==> src/rtl/i2c_trim_pkg.sv <==
package i2c_trim_pkg;

    localparam int CODE_W = 7;
    localparam int BYTE_W = CODE_W + 1;
    localparam int BCNT_W = $clog2(BYTE_W + 1);

    typedef enum logic [2:0] {
        ST_IDLE,
        ST_ADDR,
        ST_ADDR_ACK,
        ST_WR,
        ST_WR_ACK,
        ST_RD,
        ST_RD_ACK
    } phase_e;

    typedef struct packed {
        phase_e              phase;
        logic [BCNT_W-1:0]   nbits;
        logic [BYTE_W-1:0]   sreg;
        logic                is_rd;
        logic                host_ack;
        logic                drive;
        logic [CODE_W-1:0]   code;
        logic                code_wr;
        logic                prog_req;
        logic [CODE_W-1:0]   prog_data;
    } slv_st_t;

endpackage

==> src/rtl/i2c_line_filter.sv <==
module i2c_line_filter #(
    parameter int   STABLE    = 6,
    parameter logic RESET_LVL = 1'b1
) (
    input  logic clk,
    input  logic rst_n,
    input  logic line_i,
    output logic line_o
);
    localparam int CW = $clog2(STABLE + 1);

    typedef struct packed {
        logic [1:0]    sync;
        logic          level;
        logic [CW-1:0] cnt;
    } flt_t;

    flt_t flt_d, flt_q;

    always_comb begin
        flt_d      = flt_q;
        flt_d.sync = {flt_q.sync[0], line_i};
        if (flt_q.sync[1] == flt_q.level) begin
            flt_d.cnt = '0;
        end else if (flt_q.cnt == CW'(STABLE - 1)) begin
            flt_d.level = flt_q.sync[1];
            flt_d.cnt   = '0;
        end else begin
            flt_d.cnt = flt_q.cnt + 1'b1;
        end
    end

    always_ff @(posedge clk or negedge rst_n) begin
        if (!rst_n) begin
            flt_q <= '{sync: {2{RESET_LVL}}, level: RESET_LVL, cnt: '0};
        end else begin
            flt_q <= flt_d;
        end
    end

    assign line_o = flt_q.level;

endmodule

==> src/rtl/i2c_bus_events.sv <==
module i2c_bus_events (
    input  logic clk,
    input  logic rst_n,
    input  logic scl,
    input  logic sda,
    output logic scl_rise,
    output logic scl_fall,
    output logic start_c,
    output logic stop_c
);
    typedef struct packed {
        logic scl_p;
        logic sda_p;
    } prev_t;

    prev_t prev_d, prev_q;

    always_comb begin
        prev_d.scl_p = scl;
        prev_d.sda_p = sda;
    end

    always_ff @(posedge clk or negedge rst_n) begin
        if (!rst_n) begin
            prev_q <= '{scl_p: 1'b1, sda_p: 1'b1};
        end else begin
            prev_q <= prev_d;
        end
    end

    assign scl_rise = scl & ~prev_q.scl_p;
    assign scl_fall = ~scl & prev_q.scl_p;
    // SDA moves while SCL stays high: a bus condition, not data
    assign start_c  = scl & prev_q.scl_p & prev_q.sda_p & ~sda;
    assign stop_c   = scl & prev_q.scl_p & ~prev_q.sda_p & sda;

endmodule

==> src/rtl/i2c_trim_fsm.sv <==
module i2c_trim_fsm
    import i2c_trim_pkg::*;
#(
    parameter logic [CODE_W-1:0] DEV_ADDR   = 7'b1001111,
    parameter logic [CODE_W-1:0] RESET_CODE = 7'h40
) (
    input  logic              clk,
    input  logic              rst_n,
    input  logic              sda_f,
    input  logic              scl_rise,
    input  logic              scl_fall,
    input  logic              start_c,
    input  logic              stop_c,
    input  logic              wr_en,
    input  logic              prog_busy,
    output logic              sda_oe,
    output logic [CODE_W-1:0] code,
    output logic              code_wr,
    output logic              prog_req,
    output logic [CODE_W-1:0] prog_data
);
    slv_st_t           st_d, st_q;
    logic [BYTE_W-1:0] tx_view;
    logic              byte_done;

    assign tx_view   = st_q.sreg << st_q.nbits;
    assign byte_done = (st_q.nbits == BCNT_W'(BYTE_W));

    always_comb begin
        st_d          = st_q;
        st_d.code_wr  = 1'b0;
        st_d.prog_req = 1'b0;

        if (start_c) begin
            st_d.phase = ST_ADDR;
            st_d.nbits = '0;
            st_d.drive = 1'b0;
        end else if (stop_c) begin
            st_d.phase = ST_IDLE;
            st_d.drive = 1'b0;
        end else if (scl_rise) begin
            case (st_q.phase)
                ST_ADDR, ST_WR: begin
                    if (!byte_done) begin
                        st_d.sreg  = {st_q.sreg[BYTE_W-2:0], sda_f};
                        st_d.nbits = st_q.nbits + 1'b1;
                    end
                end
                ST_RD:     st_d.nbits    = st_q.nbits + 1'b1;
                ST_RD_ACK: st_d.host_ack = ~sda_f;
                default: ;
            endcase
        end else if (scl_fall) begin
            case (st_q.phase)
                ST_ADDR: begin
                    if (byte_done) begin
                        if (st_q.sreg[BYTE_W-1:1] == DEV_ADDR) begin
                            st_d.phase = ST_ADDR_ACK;
                            st_d.is_rd = st_q.sreg[0];
                            st_d.drive = 1'b1;
                        end else begin
                            st_d.phase = ST_IDLE;
                        end
                    end
                end
                ST_ADDR_ACK: begin
                    st_d.nbits = '0;
                    if (st_q.is_rd) begin
                        st_d.phase = ST_RD;
                        st_d.sreg  = {st_q.code, 1'b0};
                        st_d.drive = ~st_q.code[CODE_W-1];
                    end else begin
                        st_d.phase = ST_WR;
                        st_d.drive = 1'b0;
                    end
                end
                ST_WR: begin
                    if (byte_done) begin
                        st_d.phase = ST_WR_ACK;
                        if (wr_en && !prog_busy) begin
                            st_d.drive = 1'b1;
                            if (st_q.sreg[0]) begin
                                st_d.code    = st_q.sreg[BYTE_W-1:1];
                                st_d.code_wr = 1'b1;
                            end else begin
                                st_d.prog_data = st_q.sreg[BYTE_W-1:1];
                                st_d.prog_req  = 1'b1;
                            end
                        end
                    end
                end
                ST_WR_ACK: begin
                    st_d.phase = ST_IDLE;
                    st_d.drive = 1'b0;
                end
                ST_RD: begin
                    if (byte_done) begin
                        st_d.phase = ST_RD_ACK;
                        st_d.drive = 1'b0;
                    end else begin
                        st_d.drive = ~tx_view[BYTE_W-1];
                    end
                end
                ST_RD_ACK: begin
                    if (st_q.host_ack) begin
                        st_d.phase = ST_RD;
                        st_d.nbits = '0;
                        st_d.sreg  = {st_q.code, 1'b0};
                        st_d.drive = ~st_q.code[CODE_W-1];
                    end else begin
                        st_d.phase = ST_IDLE;
                        st_d.drive = 1'b0;
                    end
                end
                default: ;
            endcase
        end
    end

    always_ff @(posedge clk or negedge rst_n) begin
        if (!rst_n) begin
            st_q <= '{phase: ST_IDLE, nbits: '0, sreg: '0, is_rd: 1'b0,
                      host_ack: 1'b0, drive: 1'b0, code: RESET_CODE,
                      code_wr: 1'b0, prog_req: 1'b0, prog_data: '0};
        end else begin
            st_q <= st_d;
        end
    end

    assign sda_oe    = st_q.drive;
    assign code      = st_q.code;
    assign code_wr   = st_q.code_wr;
    assign prog_req  = st_q.prog_req;
    assign prog_data = st_q.prog_data;

endmodule

==> src/rtl/i2c_trim_slave.sv <==
module i2c_trim_slave
    import i2c_trim_pkg::*;
#(
    parameter int                FILT_CYCLES = 6,
    parameter logic [CODE_W-1:0] DEV_ADDR    = 7'b1001111,
    parameter logic [CODE_W-1:0] RESET_CODE  = 7'h40
) (
    input  logic              clk,
    input  logic              rst_n,
    input  logic              scl_i,
    input  logic              sda_i,
    output logic              sda_oe,
    input  logic              wr_en,
    input  logic              prog_busy,
    output logic [CODE_W-1:0] code,
    output logic              code_wr,
    output logic              prog_req,
    output logic [CODE_W-1:0] prog_data
);
    localparam int NLINES = 2;

    logic [NLINES-1:0] raw_lines, clean_lines;
    logic scl_rise, scl_fall, start_c, stop_c;

    assign raw_lines = {sda_i, scl_i};

    for (genvar g = 0; g < NLINES; g++) begin : g_filt
        i2c_line_filter #(
            .STABLE   (FILT_CYCLES),
            .RESET_LVL(1'b1)
        ) u_filt (
            .clk   (clk),
            .rst_n (rst_n),
            .line_i(raw_lines[g]),
            .line_o(clean_lines[g])
        );
    end

    i2c_bus_events u_events (
        .clk     (clk),
        .rst_n   (rst_n),
        .scl     (clean_lines[0]),
        .sda     (clean_lines[1]),
        .scl_rise(scl_rise),
        .scl_fall(scl_fall),
        .start_c (start_c),
        .stop_c  (stop_c)
    );

    i2c_trim_fsm #(
        .DEV_ADDR  (DEV_ADDR),
        .RESET_CODE(RESET_CODE)
    ) u_fsm (
        .clk      (clk),
        .rst_n    (rst_n),
        .sda_f    (clean_lines[1]),
        .scl_rise (scl_rise),
        .scl_fall (scl_fall),
        .start_c  (start_c),
        .stop_c   (stop_c),
        .wr_en    (wr_en),
        .prog_busy(prog_busy),
        .sda_oe   (sda_oe),
        .code     (code),
        .code_wr  (code_wr),
        .prog_req (prog_req),
        .prog_data(prog_data)
    );

endmodule

==> config.mk <==
export PLATFORM = sky130hd
export DESIGN_NAME = i2c_trim_slave
export DESIGN_NICKNAME = d
export VERILOG_FILES = /design/src/rtl/i2c_trim_pkg.sv /design/src/rtl/i2c_line_filter.sv /design/src/rtl/i2c_bus_events.sv /design/src/rtl/i2c_trim_fsm.sv /design/src/rtl/i2c_trim_slave.sv
export SDC_FILE = /design/constraint.sdc
export NUM_CORES = 1
export LEC_CHECK = 0
export BUFFER_PORTS_ARGS = -buffer_cell sky130_fd_sc_hd__buf_4
export CAP_MARGIN = 10
export CORE_AREA = 2 2 90 92
export DETAILED_ROUTE_END_ITERATION = 6
export DIE_AREA = 0 0 92 94
export SYNTH_ARGS = -nofsm -noshare
export SYNTH_HDL_FRONTEND = slang
export SYNTH_SLANG_ARGS = --single-unit
==> constraint.sdc <==
create_clock -name clk -period 2.6 [get_ports clk]
set_clock_uncertainty 0.05 [all_clocks]
set_input_delay 0.26 -clock clk [delete_from_list [all_inputs] [get_ports clk]]
set_output_delay 0.26 -clock clk [all_outputs]
set_load 0.01 [all_outputs]
* Word level (Yosys, flattened, before mapping)
Index checks and enable logic that the tools add are counted. W data, S select, Z words.
Operators by class: bitwise operators 19, multiplexer cells 46, shift operators 1, $add $sub $neg 3, reductions and logical operators 19, equal/unequal tests 26
Operators with widths (number):
- $mux W17 | 4
- $mux W12 | 3
- $mux W3 | 11
- $mux W16 | 2
- $mux W8 | 4
- $ne A4 B3 Y1 const B | 6
- $pmux W12 S2 | 1
- $reduce_and A8 Y1 | 3
- $mux W9 | 2
- $pmux W3 S6 | 1
- $eq A3 B3 Y1 const B | 5
- $mux W14 | 1
- $reduce_and A7 Y1 | 2
- $mux W1 | 13
- $not A1 Y1 | 12
- $reduce_and A6 Y1 | 2
- $reduce_bool A3 Y1 | 3
- $pmux W4 S2 | 1
- $reduce_bool A8 Y1 | 1
- $shl A8 B4 Y8 | 1
- $and A1 B1 Y1 | 7
- $eq A7 B7 Y1 const B | 1
- $mux W7 | 1
- $add A3 B1 Y3 const B | 2
- 20 further kinds | 25
Word-level totals: output and inout bits 17, bits in registers 48, word-level logic and storage cells 132

* Depth between registers and ports, before layout
depth in word-level cells 9, mapped depth 9, mapped depth without buffers 7

* Modules after synthesis
Synthesis repeated with hierarchy kept, for this count alone.
Unflattened totals: cell total of the unflattened synthesis 228, area total of the unflattened synthesis 2451.1 um^2
Modules (own cells, without submodules):
- i2c_trim_fsm | area each 1918.1 um^2, seq. area each 852.1 um^2, instances 1, cells each 190
- i2c_line_filter | area each 224.0 um^2, seq. area each 153.9 um^2, instances 2, cells each 16
- i2c_bus_events | area each 85.1 um^2, seq. area each 52.6 um^2, instances 1, cells each 6

* Least setup slack after synthesis
No wires, ideal clock.
path type register to register, start reg u_fsm.st_q[27] (netlist name), end reg u_fsm.st_q, in the netlist u_fsm.prog_data[0], buffers on the path 1, cell stages (with the launch flop) 9, library setup time 0.125 ns, setup slack 0.545 ns, clock period less this slack 2.055 ns, data required time 2.425 ns, arrival 1.880 ns, cells stage by stage dfrtp_1 inv_1 ha_1 nand3b_4 nor3b_4 and4_1 and2b_1 buf_6 mux2_4
On the way: word-level cells in the longest chain between the ends 2
RTL lines:
- start, declared | line i2c_trim_fsm.sv:22 | slv_st_t st_d, st_q;
- start signal, assigned | line i2c_trim_fsm.sv:122 | st_q <= '{phase: ST_IDLE, nbits: '0, sreg: '0, is_rd: 1'b0,
- start signal, assigned | line i2c_trim_fsm.sv:126 | st_q <= st_d;
- $eq A4 B4 Y1 | line i2c_trim_fsm.sv:27 | assign byte_done = (st_q.nbits == BCNT_W'(BYTE_W));
- $reduce_and A8 Y1 (no source line)
No other way between the ends. A chain may end at the register's enable or synchronous reset.

* Worst setup path after layout
start reg u_fsm.st_q[27] (netlist name), end reg u_fsm.st_q, in the netlist u_fsm.prog_data[1]
The elaborated chain is that of the path after synthesis.

==> results.txt <==
The run finished with clean final reports. The HPWL after detailed placement is 3.467 mm. The antenna diode count was 0. The number of distinct library cells after synthesis is 58, and the number of instances in the synthesized netlist is 240. For this run, the top clock speed supported by timing is 416.6 MHz. In the final design database the tool counted 264 nets. The number of register bits inferred by synthesis is 48, and the total power after layout is 1729 uW. STA classifies the critical path startpoint as a flip-flop. Input and output buffers added on the ports amount to 22.

The run gives 0 as the number of hold violations in the final report. The starting utilization of the core area was 0.3441; the via density per instance was 5.022. At the pin with the least slew margin, the transition time is 0.5866 ns.

The synthesized design contains 0 enable-type register cells. Across all layers, the routed design uses 1788 vias. The worst supply voltage drop on vdd was 0.0002696 V; the core box area was 7607 um^2.

For the clock insertion delay at the later pin of the skew report, the log shows 0.30 ns. Tracing the worst setup path back leads to its startpoint at u_fsm.st_q[27]. Walking the worst path, the cells encountered are inv_1, ha_1, nand3b_4, nor3b_4, and4_1, and2b_1, mux2_4. The depth of the worst register-to-register path is 7, and the area overhead of the layout relative to synthesis is 10.33%. Setup repair after global routing left no endpoint under its margin.

The library cell used most frequently in the layout, excluding fill and tap cells, is sky130_fd_sc_hd__dfrtp_1. For this design, the sink count on the clock tree is 48. The synthesized area per cell was 10.91 um^2; the number of buffers and inverters on the critical path was 1. The tools report the total global-route track usage as 0.1246.

The congestion estimate from routability-driven global placement came to 0.8545. The floorplan has 32 rows. Launching point of the worst reg2reg path: u_fsm.st_q[27]. The tools report the max-capacitance violation count as 0. The logs give 2.54 ns for the worst endpoint data arrival time and 0 for the number of warning messages in the yosys log.

Share of synthesized flip-flops with an asynchronous set or reset: 1.000. After synthesis, the cell types taking the most area are sky130_fd_sc_hd__dfrtp_1 (37%), sky130_fd_sc_hd__dfstp_2 (9.0%), sky130_fd_sc_hd__buf_4 (4.3%). Setup slack closes at 0.1994 ns. The leading register cell type out of synthesis was sky130_fd_sc_hd__dfrtp_1. For the worst setup slack after placement, the log shows 0.2170 ns. The worst setup path is of the flip-flop to flip-flop kind. Setup slack on the worst reg-to-reg path comes out at 0.20 ns. The slowest stage of the critical path belongs to the cell sky130_fd_sc_hd__dfrtp_1.

The number of max-slew violations in the final report is 0. Kind of cell with the highest combined delay on the critical path: simple AND/OR/NAND/NOR gates. The height of the die is 94 um. The via count of the first global-routing pass is 1757. For the finished layout, the period the worst path requires is 2.401 ns. The synthesized netlist occupies a cell area of 2618 um^2.

Hold is met by 0.3095 ns. TritonCTS built the clock tree. The run gives 0.6089 as the worst slew margin relative to its limit. The capture point of the critical path was u_fsm.prog_data[1]. The worst register-to-register path ends at u_fsm.prog_data[1]. The final clock period utilization by the worst path is 0.9233. In this run, the number of DRC markers left after iteration 0 of detailed routing was 108. The run gives 0.001214 uW as the leakage component of the power.

The tools report the register area share after synthesis as 0.4632. The detail route stage leaves a number of antenna-violating nets equal to 0. The die covers 8648 um^2.

The first-pass GRT wire length was 8.590 mm. Clock-pin slew was measured on the worst setup and hold paths at 0.09 ns. The required time at the endpoint of the critical path was 2.74 ns.

The area share of the largest cell type after synthesis was 0.3728; the total CTS buffers was 5. The worst min-delay path class is flip-flop to flip-flop. The cell area power density works out to 598.7 nW/um^2. In this run the cell area measured after placement is 2756 um^2.

Setup violations remaining at the end of the flow were counted as 0. Initial antenna violation count: 0. The worst-path maximum fanout is 8. The biggest area contributor in the post-synthesis netlist is sky130_fd_sc_hd__dfrtp_1. Endpoint type of the worst setup path: a flip-flop. The H-tree generated during clock tree synthesis spans 2 levels. After global routing the overflow that remains totals 0. 23 I/O pins were placed. The number of detailed-routing iterations run before antenna repair came out at 4. Once layout is done, the placed cells without fillers occupy 2888 um^2.

For the pin count of the biggest net entering global routing, the log shows 49. The setup total negative slack was 0 ns. For this run, design rule violations remaining after detail routing come to 0.

In this run the number of cells on the critical path is 7. The top cell types in the final layout, fill and taps aside, are sky130_fd_sc_hd__dfrtp_1 (39), sky130_fd_sc_hd__buf_4 (26), sky130_fd_sc_hd__nand2_1 (21). The per-cell routed wire length works out to 13.73 um. CTS placed an instance of sky130_fd_sc_hd__clkbuf_8 at the clock tree root.

The total detailed-routing wirelength is 4.888 mm. Counting every net in the synthesized netlist gives 251. The setup fix buffers added after clock tree synthesis was 0; the die width was 92 um. The largest stage delay on the critical path is 0.47 ns, and the largest buffer count on any clock path is 2. The fraction of final layout cells with drive strength greater than 1 is 0.2992.
power by group:
group / internal, uW / switching (uW)
Combinational: 146 / 197
Sequential: 834 / 82.9
Clock: 215 / 254
Total: 1200 / 533
timing repair:
item	CTS	global route
endpoints found under the setup margin	0	2
gates resized for setup	0	1
hold buffers	3	0
endpoints found under the hold margin	41	0
flip-flops by register name, summed over array words and instances, names as in the netlist:
register,cells
u_fsm.st_q,17
g_filt.u_filt.flt_d,2
u_fsm.code_wr,1
u_fsm.code,7
g_filt.u_filt.flt_q,8
u_fsm.prog_req,1
g_filt.u_filt.line_o,2
u_fsm.prog_data,7
u_fsm.sda_oe,1
u_events.prev_q,2
final cells by class:
| class | instances | area, um^2 |
|---|---|---|
| Fill cell | 764 | 4720 |
| Clock buffer | 6 | 82.58 |
| Inverter | 10 | 37.54 |
| Multi-Input combinational cell | 159 | 1187 |
| Sequential cell | 48 | 1212 |
| Tap cell | 102 | 127.6 |
| Clock inverter | 2 | 15.01 |
| Timing Repair Buffer | 29 | 225.2 |
layer usage:
metal,part of all wire,global-route usage,vias up
li1,-,-,869
met1,0.49,0.1803,875
met2,0.46,0.1887,36
met3,0.034,0.02729,8
met4,0.012,0.03358,0
met5,0,0,-
per-stage QoR:
step,util,std cells
floorplan,-,240
global placement,0.3623,345
detailed placement,0.3623,345
CTS,0.3791,356
global route,0.3796,356
finish,0.3796,356
worst reg2reg max path: cells and delay by family, from the launching register on:
kind	cells	cell delay (ns)
fa+ha+maj	1	0.22
simple gates	4	1.07
mux	1	0.34
buf+inv	1	0.13
flops	1	0.47
worst min-delay path by stage:
stage	start	endpoint	slack (ns)	cells after the start
3_5_place_dp	rst_n	u_fsm.prog_req	0.26	1
6_report	g_filt[1].u_filt.flt_d[5]	g_filt[1].u_filt.flt_q[5]	0.31	0
2_1_floorplan	rst_n	g_filt[0].u_filt.flt_q[0]	-0.09	0
5_1_grt	g_filt[0].u_filt.flt_d[5]	g_filt[0].u_filt.flt_q[5]	0.32	0
4_1_cts	g_filt[1].u_filt.flt_d[5]	g_filt[1].u_filt.flt_q[5]	0.31	0
3_3_place_gp	rst_n	u_fsm.prog_req	0.25	1
Yosys cell counts (5+ instances only):
cell / number
sky130_fd_sc_hd__nor3_1: 7
sky130_fd_sc_hd__a22oi_1: 7
sky130_fd_sc_hd__mux2i_1: 6
sky130_fd_sc_hd__mux2_4: 7
sky130_fd_sc_hd__a21oi_1: 11
sky130_fd_sc_hd__nand2_1: 21
sky130_fd_sc_hd__dfrtp_1: 39
sky130_fd_sc_hd__buf_4: 15
sky130_fd_sc_hd__nor2_1: 11
sky130_fd_sc_hd__dfstp_2: 9
sky130_fd_sc_hd__inv_1: 10
sky130_fd_sc_hd__mux2_2: 10
sky130_fd_sc_hd__o21ai_0: 10
sky130_fd_sc_hd__ha_1: 5
logic make-up (layout without fill, tap and decap cells):
logic type | count (synthesis) | count (layout) | share of synthesized area
xor+xnor | 3 | 3 | 0.01291
fa+ha+maj | 5 | 5 | 0.02390
buf+inv | 33 | 47 | 0.08461
flops | 48 | 48 | 0.4632
compound gates | 55 | 55 | 0.1420
simple gates | 72 | 72 | 0.1587
mux | 24 | 24 | 0.1147
Power figures use the tool's default switching activity.
